[src/rtl/oneshot_pkg.sv]
package oneshot_pkg;

    typedef enum logic {
        OS_IDLE   = 1'b0,
        OS_ACTIVE = 1'b1
    } os_state_e;

    typedef struct packed {
        logic fall;
        logic rise;
        logic clr;
    } os_pins_t;

    localparam int OS_PINS = 3;

endpackage

[src/rtl/os_sync.sv]
module os_sync #(
    parameter int N      = 3,
    parameter int STAGES = 2
) (
    input  logic         clk,
    input  logic         rst_n,
    input  logic [N-1:0] async_i,
    output logic [N-1:0] sync_o
);
    localparam int LAST = STAGES - 1;

    logic [N-1:0] stage_d [STAGES];
    logic [N-1:0] stage_q [STAGES];

    always_comb begin
        stage_d[0] = async_i;
        for (int s = 1; s < STAGES; s++) begin
            stage_d[s] = stage_q[s-1];
        end
    end

    for (genvar g = 0; g < STAGES; g++) begin : g_stage
        always_ff @(posedge clk or negedge rst_n) begin
            if (!rst_n) stage_q[g] <= '0;
            else        stage_q[g] <= stage_d[g];
        end
    end

    assign sync_o = stage_q[LAST];

endmodule

[src/rtl/os_edge.sv]
module os_edge
    import oneshot_pkg::*;
#(
    parameter int WARM_CYCLES = 3
) (
    input  logic     clk,
    input  logic     rst_n,
    input  os_pins_t lvl_i,
    output logic     fire_o,
    output logic     clr_o
);
    localparam int WARM_W = $clog2(WARM_CYCLES + 1);
    localparam logic [WARM_W-1:0] WARM_DONE = WARM_W'(WARM_CYCLES);

    typedef struct packed {
        os_pins_t          prev;
        logic [WARM_W-1:0] warm;
    } edge_regs_t;

    edge_regs_t r_d, r_q;
    logic fall_a, rise_b, rise_c, ready;

    always_comb begin
        r_d      = r_q;
        r_d.prev = lvl_i;
        if (r_q.warm != WARM_DONE) r_d.warm = r_q.warm + 1'b1;

        ready  = (r_q.warm == WARM_DONE);
        fall_a = r_q.prev.fall & ~lvl_i.fall;
        rise_b = ~r_q.prev.rise & lvl_i.rise;
        rise_c = ~r_q.prev.clr & lvl_i.clr;

        fire_o = ready & ((fall_a &  lvl_i.rise &  lvl_i.clr) |
                          (rise_b & ~lvl_i.fall &  lvl_i.clr) |
                          (rise_c & ~lvl_i.fall &  lvl_i.rise));
        clr_o  = lvl_i.clr;
    end

    always_ff @(posedge clk or negedge rst_n) begin
        if (!rst_n) r_q <= '0;
        else        r_q <= r_d;
    end

endmodule

[src/rtl/os_timer.sv]
module os_timer
    import oneshot_pkg::*;
#(
    parameter int CNT_W = 8
) (
    input  logic             clk,
    input  logic             rst_n,
    input  logic             fire_i,
    input  logic             clr_i,
    input  logic [CNT_W-1:0] width_i,
    output logic             active_o
);
    localparam logic [CNT_W-1:0] CNT_ONE = CNT_W'(1);

    typedef struct packed {
        os_state_e        st;
        logic [CNT_W-1:0] cnt;
    } tmr_regs_t;

    tmr_regs_t r_d, r_q;

    always_comb begin
        r_d = r_q;
        if (!clr_i) begin
            r_d.st  = OS_IDLE;
            r_d.cnt = '0;
        end else begin
            case (r_q.st)
                OS_IDLE: begin
                    if (fire_i) begin
                        r_d.st  = OS_ACTIVE;
                        r_d.cnt = (width_i == '0) ? CNT_ONE : width_i;
                    end
                end
                OS_ACTIVE: begin
                    if (r_q.cnt <= CNT_ONE) begin
                        r_d.st  = OS_IDLE;
                        r_d.cnt = '0;
                    end else begin
                        r_d.cnt = r_q.cnt - CNT_ONE;
                    end
                end
                default: r_d.st = OS_IDLE;
            endcase
        end
    end

    always_ff @(posedge clk or negedge rst_n) begin
        if (!rst_n) begin
            r_q.st  <= OS_IDLE;
            r_q.cnt <= '0;
        end else begin
            r_q <= r_d;
        end
    end

    assign active_o = (r_q.st == OS_ACTIVE);

    // a low clear always returns the FSM to idle
    a_r5_clear_idle: assert property (@(posedge clk) disable iff (!rst_n)
        !clr_i |=> (r_q.st == OS_IDLE));

    // a qualified trigger seen while idle starts a pulse
    a_r1_fire_start: assert property (@(posedge clk) disable iff (!rst_n)
        (r_q.st == OS_IDLE && fire_i && clr_i) |=> (r_q.st == OS_ACTIVE));

    // the edge detector never reports a trigger while clear is low
    a_r4_clr_gate: assert property (@(posedge clk) disable iff (!rst_n)
        fire_i |-> clr_i);

    // the counter is loaded from the width sampled at the start
    a_r7_load: assert property (@(posedge clk) disable iff (!rst_n)
        (r_q.st == OS_ACTIVE && $past(r_q.st) == OS_IDLE) |->
        (r_q.cnt == (($past(width_i) == '0) ? CNT_ONE : $past(width_i))));

    // a running pulse counts down regardless of triggers
    a_r6_no_retrigger: assert property (@(posedge clk) disable iff (!rst_n)
        (r_q.st == OS_ACTIVE && r_q.cnt > CNT_ONE && clr_i) |=>
        (r_q.st == OS_ACTIVE && r_q.cnt == CNT_W'($past(r_q.cnt) - CNT_ONE)));

endmodule

[src/rtl/oneshot_dual_trig.sv]
module oneshot_dual_trig
    import oneshot_pkg::*;
#(
    parameter int CNT_W = 8
) (
    input  logic             clk,
    input  logic             rst_n,
    input  logic             trig_fall_i,
    input  logic             trig_rise_i,
    input  logic             clr_n_i,
    input  logic [CNT_W-1:0] width_cfg,
    output logic             pulse_o,
    output logic             pulse_n_o
);
    localparam int SYNC_STAGES = 2;
    localparam int WARM        = SYNC_STAGES + 1;

    logic [OS_PINS-1:0] raw_pins, sync_pins;
    os_pins_t           lvl;
    logic               fire, clr_lvl, active;

    assign raw_pins = {trig_fall_i, trig_rise_i, clr_n_i};

    os_sync #(
        .N      (OS_PINS),
        .STAGES (SYNC_STAGES)
    ) u_sync (
        .clk     (clk),
        .rst_n   (rst_n),
        .async_i (raw_pins),
        .sync_o  (sync_pins)
    );

    assign lvl = os_pins_t'(sync_pins);

    os_edge #(
        .WARM_CYCLES (WARM)
    ) u_edge (
        .clk    (clk),
        .rst_n  (rst_n),
        .lvl_i  (lvl),
        .fire_o (fire),
        .clr_o  (clr_lvl)
    );

    os_timer #(
        .CNT_W (CNT_W)
    ) u_timer (
        .clk      (clk),
        .rst_n    (rst_n),
        .fire_i   (fire),
        .clr_i    (clr_lvl),
        .width_i  (width_cfg),
        .active_o (active)
    );

    assign pulse_o   = active;
    assign pulse_n_o = ~active;

endmodule

[config.mk]
export PLATFORM = sky130hd
export DESIGN_NAME = oneshot_dual_trig
export DESIGN_NICKNAME = d
export VERILOG_FILES = /design/src/rtl/oneshot_pkg.sv /design/src/rtl/os_sync.sv /design/src/rtl/os_edge.sv /design/src/rtl/os_timer.sv /design/src/rtl/oneshot_dual_trig.sv
export SDC_FILE = /design/constraint.sdc
export NUM_CORES = 1
export LEC_CHECK = 0
export ABC_AREA = 0
export ABC_CLOCK_PERIOD_IN_PS = 3000
export BUFFER_PORTS_ARGS = -buffer_cell sky130_fd_sc_hd__clkbuf_2
export CORE_MARGIN = 3
export CORE_UTILIZATION = 61
export CTS_BUF_LIST = sky130_fd_sc_hd__clkbuf_8
export DETAILED_ROUTE_END_ITERATION = 10
export PLACE_DENSITY = 0.85
export SYNTH_ARGS = -nofsm -noshare
export SYNTH_HDL_FRONTEND = slang
export SYNTH_HIERARCHICAL = 1
export SYNTH_SLANG_ARGS = --single-unit
[constraint.sdc]
create_clock -name clk -period 3 [get_ports clk]
set_clock_uncertainty 0.1 [all_clocks]
set_input_delay 0.6 -clock clk [delete_from_list [all_inputs] [get_ports clk]]
set_output_delay 0.6 -clock clk [all_outputs]
set_load 0.02 [all_outputs]
; ---- After elaboration in Yosys (flattened, before gate mapping)
; Cells that the tools add are included.
[word_totals]
reg_bits = 20
input_bits = 13
output_inout_bits = 2
wordCells = 37
[op_classes]
n_addsub = 2
order_cmp = 1
n_eq_ne = 3
n_mux = 6
bitwise = 16
reduce_logical = 1
[ops]
columns = operator, n
row1 = $mux W9, 2
row2 = $pmux W9 S2, 1
row3 = $mux W8, 2
row4 = $and A1 B1 Y1, 10
row5 = $le A8 B1 Y1 const B, 1
row6 = $logic_not A8 Y1, 1
row7 = $sub A8 B1 Y8 const B, 1
row8 = $not A1 Y1, 4
row9 = $ne A3 B3 Y1 const B, 1
row10 = $add A2 B1 Y2 const B, 1
row11 = $eq A2 B2 Y1 const B, 1
row12 = $ne A2 B2 Y1 const B, 1
row13 = $or A1 B1 Y1, 2
row14 = $mux W1, 1

; ---- Depth between registers and ports, before layout
; Gate-level depths: netlist of the first run.
[depth]
ltp_word = 10
depth_mapped = 7
depth_no_buf = 7

; ---- Hierarchy
; The synthesis of the first run kept the hierarchy.
[by_module_without_submodules]
columns = mod, instances, cells_each, area_each_um2, seq_area_each_um2
row1 = os_timer, 1, 68, 634.4, 225.2
row2 = os_edge, 1, 12, 183.9, 125.1
row3 = os_sync, 1, 6, 150.1, 150.1
row4 = oneshot_dual_trig, 1, 1, 3.8, 0.0

; ---- Worst setup path after synthesis of the first run
; Ideal clock, no wire load.
[synth_path]
path_type = reg-to-reg
from = register u_timer/r_q[3] in the netlist's numbering
to = register u_timer/r_q[3] in the netlist's numbering
setup_time_ps = 126
arrival_time_ps = 1693
required_time_ps = 2774
setup_slack_ps = 1081
stages_incl_launch_ff = 6
n_path_buf = 1
period_less_slack_ps = 1919
path_cell_list = dfrtp_1 -> buf_6 -> or4_4 -> nor4_4 -> a21oi_2 -> a221o_1
[synth_between]
elab_chain_cells = 4
word_cells_on_any_way = 5
cone_classes = add/sub (1) / order compare (1) / mux (3)
[synth_rtl]
columns = item, line
row1 = "start, declared", os_timer.sv:20  ; tmr_regs_t r_d, r_q;
row2 = "start signal, assigned", os_timer.sv:53  ; r_q <= r_d;
row3 = $sub A8 B1 Y8 or $le A8 B1 Y1 (tied branches), "os_timer.sv:40, os_timer.sv:36"
row4 = $mux W8 *, os_timer.sv:36  ; if (r_q.cnt <= CNT_ONE) begin
row5 = $pmux W9 S2 *, os_timer.sv:28  ; case (r_q.st)
row6 = $mux W9 *, os_timer.sv:24  ; if (!clr_i) begin
; Mark *: on every way between the ends. The rest lies on a longest branch, timed or not.
; A chain may end at the register's enable or synchronous reset.

; ---- Final worst setup path of the first run
[layout_path]
from = register u_timer/r_q[5] in the netlist's numbering
to = register u_timer/r_q[2] in the netlist's numbering
[layout_between]
elab_chain_cells = 4
[layout_rtl]
columns = item, line
row1 = $le A8 B1 Y1, os_timer.sv:36
row2 = $mux W8, os_timer.sv:36
row3 = $pmux W9 S2, os_timer.sv:28
row4 = $mux W9, os_timer.sv:24
; Every way passes these cells.

==> results of run 1 <==
[power by group through the flow]
| stage | clock network, uW | logic [uW] | registers (uW) |
|---|---|---|---|
| floorplan | 0 | 73.5 | 299 |
| detailed placement | 0 | 93.5 | 305 |
| global placement | 0 | 92.5 | 304 |
| CTS | 270 | 99.8 | 301 |
| global route | 283 | 109 | 303 |
| finish | 268 | 100 | 302 |
[registers in the layout, summed over array words and instances, names as in the netlist]
name              count
u_sync/sync_o         3
u_timer/active_o      1
u_timer/r_q           8
u_sync/stage_d        3
u_edge/r_q            5
[critical path, delay by kind of cell (launching register included)]
kind | cells | cell delay, ps
AOI/OAI and AO/OA | 3 | 900
and+or+nand+nor | 1 | 610
DFF | 1 | 450
[metal layers]
| layer | GRT usage | up-vias |
|---|---|---|
| li1 | - | 357 |
| met5 | 0 | - |
| met1 | 0.289 | 377 |
| met3 | 0.0514 | 6 |
| met4 | 0.0795 | 0 |
| met2 | 0.363 | 41 |
[cell families (layout without fill, tap and decap cells)]
logic type               count (synthesis)  after routing  share of synthesized area
AND/OR/NAND/NOR                         27             27                      0.165
buffers and inverters                    9             23                     0.0476
flip-flops                              20             20                      0.515
XOR/XNOR                                 1              1                    0.00901
multiplexers                             1              1                     0.0116
AO/OA/AOI/OAI                           26             26                      0.214
adder cells (fa/ha/maj)                  3              3                     0.0386
[layout make-up]
class	instances	area, um^2	area share
multi-input cells	58	425	0.385
clock inverters	1	30.0	0.0272
clock buffers	3	41.3	0.0374
well taps	15	18.8	0.0170
inverters	5	18.8	0.0170
repair buffers	14	70.1	0.0634
flip-flops and latches	20	500	0.453
[how the worst max path moves through the flow]
stage | cells past startpoint | end | from | slack (ps)
after CTS | 4 | u_timer/r_q[2] | u_timer/r_q[5] | 880
after global placement | 4 | u_timer/r_q[3] | u_timer/r_q[5] | 1030
after detailed placement | 4 | u_timer/r_q[3] | u_timer/r_q[3] | 1000
after global routing | 4 | u_timer/r_q[2] | u_timer/r_q[3] | 830
after floorplan | 5 | u_timer/r_q[3] | u_timer/r_q[3] | 1080
final | 4 | u_timer/r_q[2] | u_timer/r_q[5] | 830
[cells in the mapped netlist (2+ instances only)]
master and number:
o41ai_1 2, a32o_1 2, nor4_1 2, o21ai_0 4
a21oi_1 2, dfrtp_1 20, nor3_1 2, nand2_1 5
a22o_2 4, and2_1 2, o31ai_1 3, nor2_1 7
inv_1 5, ha_1 3
[per-stage QoR]
stage | area (um^2) | hold slack (ps)
2_1_floorplan | 972 | 204
3_3_place_gp | 1030 | 232
3_5_place_dp | 1030 | 236
4_1_cts | 1100 | 196
5_1_grt | 1100 | 204
6_report | 1100 | 185
==> impl_metrics.yaml, run 1 <==
critical_path:
  cp_slowest_cell: "or4_4"
  path_cells: "or4_4 > o41ai_2 > o21ai_0 > a22o_2"
  crit_required_ps: 3050
  max_stage_delay_ps: 610
  arrival_ps: 2220
  crit-reg2reg-launch: "u_timer/r_q[5]"
  reg2reg_slack_ps: 830
  crit_type: "register to register"
  crit_fanout: 5
  worstReg2RegEnd: "u_timer/r_q[2]"
  rr_worst_depth: 4
  end_kind: "register"
  cp-start-kind: "register"
power_and_ir_drop:
  finalPower_uw: 670
  p_switching_uw: 167
  intPower_uw: 503
  leakagePower_uw: 0.000516
  swShare: 0.249
  pwr-share-seq: 0.450
  cellPowerDensity_nw_per_um2: 607
  combPwrFrac: 0.150
  p_clk_frac: 0.400
  ir_worst_vdd_uv: 513
clock_tree:
  clockBufferDepth: 2
  cts.sinks: 20
  htree_levels: 1
  clock_latency_ps: 260
  cts-root-buf: "clkbuf_8"
  cts_setup_buffers: 0
  ctsHoldBuffers: 0
  cts_tree: "built"
  clk_pin_slew_ps: 80
  ctsResizeCount: 0
  cts_made_buffers: 3
finish:
  postLayoutCoreUtil: 0.790
  final_cell_mix: "dfrtp_1, clkbuf_2, nor2_1"
  layout_commonest_cell: "dfrtp_1"
  fillCellCount: 79
  area_growth_pct: 13.6
  drive_above_1_share: 0.287
  final_cells: 116
  diodes: 0
  nets: 118
route:
  highest_layer: "met4"
  wl_um: 2130
  num_vias: 781
  drt_iter0_drc: 43
  drt-met1-wl_um: 902
  route.detailed.drc: 0
  dr.pass1.iters: 4
  wl_met2_um: 1030
  viasPerCell: 6.73
  drt-wirelength-per-cell_um: 18.4
  antenna_left: 0
  met3_length_um: 154
synth:
  synthArstFlopShare: 1.00
  synth_nets: 103
  yosysSeqAreaShare: 0.515
  synth_ff_type: "dfrtp_1"
  synth.top_cell.area_share: 0.515
  syn_area_um2: 972
  syn-mean-instance-area_um2: 11.2
  synth_seq_cells: 20
  synth.area.top_cells: "dfrtp_1, a22o_2, ha_1"
  synthCells: 87
  synth_cell_type_count: 38
  synth_largest_area_cell: "dfrtp_1"
  synth_edf_count: 0
  ys_warn_count: 6
timing:
  final-setup-viol-count: 0
  slew_headroom: 0.679
  worstMarginPinSlew_ps: 482
  slew_viol_final: 0
  fin_crit_ps: 2170
  worst_slack_ps: 828
  fmax_ghz: 0.460
  period_share: 0.724
  grt_setup_unrepaired: "no"
  setup_tns_ps: 0
  hold_viol_final: 0
die:
  die_w_um: 45.9
  core-area_um2: 1400
  dieHeight_um: 45.9
  start_util: 0.695
  die_area_um2: 2110
  io_pins: 15
  rows: 13
placed_design:
  dp_cells: 112
  dp_hpwl_um: 1310
  dp_slack_ps: 1000
  port-buffer-count: 14
  gp_congestion: 0.864
global_routing:
  grt_util_all_layers: 0.223
  grt_overflow: 0
  antenna_found_initial: 0
  grt_pass1_vias: 727
  grt_max_degree: 21
  grt_pass1_wl_um: 3350
status:
  status: "completed"
worst_hold_path:
  hold_class: "primary input to async pin"
flow_run:
  max-cap-violations: 0
Power figures use the tool's default switching activity.
==> run 2, diff against run 1 <==
--- a/config.mk
+++ b/config.mk
@@ -6,13 +6,13 @@
 export NUM_CORES = 1
 export LEC_CHECK = 0
 export ABC_AREA = 0
-export ABC_CLOCK_PERIOD_IN_PS = 3000
+export ABC_CLOCK_PERIOD_IN_PS = 2000
 export BUFFER_PORTS_ARGS = -buffer_cell sky130_fd_sc_hd__clkbuf_2
 export CORE_MARGIN = 3
-export CORE_UTILIZATION = 61
+export CORE_UTILIZATION = 57
 export CTS_BUF_LIST = sky130_fd_sc_hd__clkbuf_8
 export DETAILED_ROUTE_END_ITERATION = 10
-export PLACE_DENSITY = 0.85
+export PLACE_DENSITY = 0.8
 export SYNTH_ARGS = -nofsm -noshare
 export SYNTH_HDL_FRONTEND = slang
 export SYNTH_HIERARCHICAL = 1
==> constraint.sdc (replaced) <==
create_clock -name clk -period 2 [get_ports clk]
set_clock_uncertainty 0.1 [all_clocks]
set_input_delay 0.4 -clock clk [delete_from_list [all_inputs] [get_ports clk]]
set_output_delay 0.4 -clock clk [all_outputs]
set_load 0.02 [all_outputs]
==> run 2 against run 1 <==
Effect of this change: the run now ends with setup timing left; via count shrank 3.2%; critical path depth is the same; worst hold slack lost 46 ps; combinational power grew 80%; core utilization shrank 3.0 points; register-to-register slack lost 830 ps; die area grew 6.1%; cell area grew 7.2%; total power grew 54%; critical path type unchanged; largest power group unchanged; highest routed layer unchanged.
==> impl_metrics.yaml, run 2 (same netlist as run 1, synthesis figures left out) <==
placed_design:
  dp_slack_ps: -1.66
  gp_congestion: 0.865
  dp_hpwl_um: 1310
  port-buffer-count: 14
critical_path:
  crit_fanout: 8
  crit_type: "register to register"
  crit-reg2reg-launch: "u_timer/r_q[5]"
  arrival_ps: 2050
  cp-start-kind: "register"
  end_kind: "register"
  setup.worst_path.start: "u_timer/r_q[5]"
  crit_required_ps: 2050
timing:
  final-setup-viol-count: 1
  hold_slack_ps: 139
  fmax_ghz: 0.499
  worstMarginPinSlew_ps: 463
  slew_headroom: 0.691
  hold_viol_final: 0
  fin_crit_ps: 2000
  period_share: 1.00
  grt_setup_unrepaired: "yes"
  worst_slack_ps: -2.93
  slew_viol_final: 0
clock_tree:
  htree_levels: 1
  cts_tree: "built"
  cts_made_buffers: 3
  clockBufferDepth: 2
  cts.sinks: 20
  clk_pin_slew_ps: 80
  clock_latency_ps: 260
  cts-root-buf: "clkbuf_8"
finish:
  drive_above_1_share: 0.345
  area_growth_pct: 21.9
  final_cell_mix: "dfrtp_1, clkbuf_2, buf_4"
  reg.largest.list: "u_timer/r_q x8, u_edge/r_q x5"
  layout_commonest_cell: "dfrtp_1"
  max_flop_register: "u_timer/r_q"
  diodes: 0
  largest_register_ffs: 8
  nets: 127
power_and_ir_drop:
  pwr-share-seq: 0.432
  cellPowerDensity_nw_per_um2: 870
  p_clk_frac: 0.393
  swShare: 0.246
  ir_worst_vdd_uv: 590
  p_switching_uw: 253
  intPower_uw: 777
  combPwrFrac: 0.175
  leakagePower_uw: 0.000562
status:
  status: "finished with violations"
  violations: "setup timing"
global_routing:
  grt_pass1_vias: 654
  grt_util_all_layers: 0.194
  grt_max_degree: 21
  grt_pass1_wl_um: 2970
  grt_overflow: 0
  antenna_found_initial: 0
die:
  die_w_um: 47.3
  rows: 14
  io_pins: 15
  dieHeight_um: 47.3
  core-area_um2: 1560
  die_area_um2: 2240
  start_util: 0.624
worst_hold_path:
  hold_class: "primary input to register"
  worstHoldStart: "trig_fall_i"
route:
  dr.pass1.iters: 4
  wl_um: 1960
  viasPerCell: 6.00
  antenna_left: 0
  drt_iter0_drc: 38
  num_vias: 756
  route.detailed.drc: 0
  drt-wirelength-per-cell_um: 15.6
flow_run:
  max-cap-violations: 0
[run 2: changes by cell type in the layout (fill, tap and decap cells not counted), sizes merged]
cell / previous run / this run
buf: 0 / 8
dlygate4sd3: 0 / 1
[run 2: worst paths after layout]
kind                                      to  slack [ps]  depth (start not counted)
max in group asynchronous     u_timer/r_q[3]         940                          2
hold reg to reg             u_sync/sync_o[0]         250                          0
setup / recovery              u_timer/r_q[3]          -3                          4
hold / removal             u_sync/stage_d[2]         140                          1
min in group asynchronous      u_edge/r_q[0]         510                          2
setup reg to reg              u_timer/r_q[3]          -3                          4
[run 2: critical path: stages (launching register included)]
cell and delay [ps]:
dfrtp_1 390, or4_4 580, nor4_4 370, a21oi_4 140
a221o_1 310
[run 2: layout make-up]
class / count / area, um^2
fill: 102 / 374
inverter: 5 / 18.8
multi-input combinational: 58 / 433
clock inverter: 1 / 30.0
clock buffer: 3 / 41.3
timing repair buffer: 23 / 140
sequential: 20 / 502
tap: 16 / 20.0
[run 2: stage by stage]
stage / util / instance area, um^2 / setup TNS [ps] / total power (uW) / instances
CTS: 0.736 / 1150 / 0 / 1010 / 122
finish: 0.760 / 1180 / -2.93 / 1030 / 126
floorplan: - / 972 / 0 / 559 / 87
detailed placement: 0.683 / 1060 / -1.66 / 606 / 117
global route: 0.760 / 1180 / -198 / 1070 / 126
global placement: 0.683 / 1060 / 0 / 602 / 117
[run 2: power groups by stage]
stage	registers, uW	clock network (uW)	logic [uW]
5_1_grt	449	428	195
3_3_place_gp	452	0	150
6_report	445	405	180
3_5_place_dp	453	0	153
2_1_floorplan	448	0	110
4_1_cts	445	409	156
[run 2: what timing repair did]
| action | 4_1_cts | 5_1_grt |
|---|---|---|
| resized for setup | 1 | 1 |
| buffers inserted | 0 | 4 |
| setup endpoints to repair | 2 | 5 |
| pin swaps | 0 | 4 |
| hold buffers | 1 | 0 |
| hold endpoints to repair | 12 | 0 |
[run 2: layer usage]
layer	track usage	up-vias	share of wire
met3	0.0498	4	0.078
met4	0.0884	0	0.0097
met5	0	-	0
li1	-	373	-
met2	0.262	30	0.43
met1	0.287	349	0.48
==> run 3, diff against run 2 <==
--- a/config.mk
+++ b/config.mk
@@ -6,7 +6,7 @@
 export NUM_CORES = 1
 export LEC_CHECK = 0
 export ABC_AREA = 0
-export ABC_CLOCK_PERIOD_IN_PS = 2000
+export ABC_CLOCK_PERIOD_IN_PS = 2100
 export BUFFER_PORTS_ARGS = -buffer_cell sky130_fd_sc_hd__clkbuf_2
 export CORE_MARGIN = 3
 export CORE_UTILIZATION = 57
==> constraint.sdc (replaced) <==
create_clock -name clk -period 2.1 [get_ports clk]
set_clock_uncertainty 0.1 [all_clocks]
set_input_delay 0.42 -clock clk [delete_from_list [all_inputs] [get_ports clk]]
set_output_delay 0.42 -clock clk [all_outputs]
set_load 0.02 [all_outputs]
==> run 3 against run 2 <==
Effect of this change: the flow now finishes without violations; worst hold slack worse by 130 ps; sequential share of layout area is 1.6 points higher; cell area is 3.8% lower; combinational power is 17% lower; non-clock buffer count is 7 lower; setup slack better by 130 ps.
==> impl_metrics.yaml, run 3 (same netlist as run 1, synthesis figures left out) <==
finish:
  drive_above_1_share: 0.301
  reg.largest.list: "u_timer/r_q x8, u_edge/r_q x5"
  diodes: 0
  fillCellCount: 108
  final_cell_mix: "dfrtp_1, clkbuf_2, nor2_1"
  largest_register_ffs: 8
  max_flop_register: "u_timer/r_q"
  layout_commonest_cell: "dfrtp_1"
  area_growth_pct: 17.2
  nets: 120
global_routing:
  grt_max_degree: 21
  antenna_found_initial: 0
  grt_pass1_vias: 659
  grt_util_all_layers: 0.189
  grt_pass1_wl_um: 2870
  grt_overflow: 0
critical_path:
  reg2reg_slack_ps: 120
  crit_fanout: 8
  cp-start-kind: "register"
  rr_worst_depth: 4
  crit_type: "register to register"
  arrival_ps: 2020
  endpoint: "u_timer/r_q[3]"
  worstReg2RegEnd: "u_timer/r_q[3]"
  crit-reg2reg-launch: "u_timer/r_q[5]"
  end_kind: "register"
  setup.worst_path.start: "u_timer/r_q[5]"
  crit_required_ps: 2140
clock_tree:
  cts_made_buffers: 3
  cts_setup_buffers: 0
  cts_tree: "built"
  htree_levels: 1
  cts-root-buf: "clkbuf_8"
  clock_latency_ps: 250
  clockBufferDepth: 2
  cts.sinks: 20
  clk_pin_slew_ps: 70
power_and_ir_drop:
  cellPowerDensity_nw_per_um2: 837
  ir_worst_vdd_uv: 675
  leakagePower_uw: 0.000532
  finalPower_uw: 954
route:
  drt-met1-wl_um: 880
  viasPerCell: 6.40
  num_vias: 762
  antenna_left: 0
  wl_met2_um: 882
  route.detailed.drc: 0
  wl_um: 1900
  drt_iter0_drc: 34
  drt-wirelength-per-cell_um: 16.0
  dr.pass1.iters: 4
  met3_length_um: 119
  highest_layer: "met4"
status:
  status: "completed"
timing:
  final-setup-viol-count: 0
  period_share: 0.941
  hold_viol_final: 0
  worstMarginPinSlew_ps: 470
  fmax_ghz: 0.506
  worst_slack_ps: 123
  slew_viol_final: 0
  setup_tns_ps: 0
  fin_crit_ps: 1980
  slew_headroom: 0.687
  hold_slack_ps: 6.03
  grt_setup_unrepaired: "no"
die:
  io_pins: 15
  die_w_um: 47.3
  core-area_um2: 1560
  dieHeight_um: 47.3
  rows: 14
  die_area_um2: 2240
  start_util: 0.624
placed_design:
  port-buffer-count: 14
  dp_hpwl_um: 1300
  gp_congestion: 0.880
  dp_slack_ps: 108
worst_hold_path:
  hold_class: "primary input to async pin"
flow_run:
  max-cap-violations: 0
run 3: cell count changes in the layout (fill, tap and decap cells not counted):
cell | before | now
buf_4 | 8 | 2
o41ai_4 | 0 | 1
dlygate4sd3_1 | 1 | 0
dfrtp_2 | 1 | 0
dfrtp_1 | 19 | 20
o41ai_2 | 1 | 0
run 3: area by class of cell:
cell class	count	area [um^2]	share of cell area
inverter	5	18.8	0.0165
multi-input combinational	58	444	0.390
tap	16	20.0	0.0176
clock inverter	1	30.0	0.0263
sequential	20	500	0.439
timing repair buffer	16	85.1	0.0746
clock buffer	3	41.3	0.0362
run 3: power breakdown:
part	internal (uW)	switching (uW)	total, uW
clock network	254	122	376
registers	405	23.2	428
logic	63.0	86.7	150
run 3: how the worst min path moves through the flow:
stage                                 start               end  slack (ps)  depth (start not counted)
after floorplan                       rst_n     u_edge/r_q[0]          20                          0
after global placement    u_sync/stage_d[1]  u_sync/sync_o[1]         230                          0
after detailed placement  u_sync/stage_d[1]  u_sync/sync_o[1]         240                          0
after CTS                             rst_n     u_edge/r_q[0]          10                          1
after global routing                  rst_n     u_edge/r_q[0]          30                          1
final                                 rst_n    u_timer/r_q[3]           6                          1
run 3: repair_timing:
item                       CTS  global route
hold endpoints to repair     0             0
resized for setup            0             2
hold buffers                 0             0
setup endpoints to repair    0             4
run 3: metrics by stage:
| step | area (um^2) | utilization | cells |
|---|---|---|---|
| after floorplan | 972 | - | 87 |
| after global placement | 1050 | 0.673 | 115 |
| after detailed placement | 1050 | 0.673 | 115 |
| after CTS | 1120 | 0.719 | 119 |
| after global routing | 1140 | 0.731 | 119 |
| final | 1140 | 0.731 | 119 |
run 3: worst max-delay path: stages (launching register included):
cell,delay [ps]
dfrtp_1,420
or4_4,600
nor4_4,260
a21oi_4,150
a221o_1,340
run 3: metal layers:
layer / track usage / vias to the layer above
met5: 0 / -
met4: 0.0829 / 0
met3: 0.0345 / 2
met2: 0.283 / 30
met1: 0.268 / 372
li1: - / 358
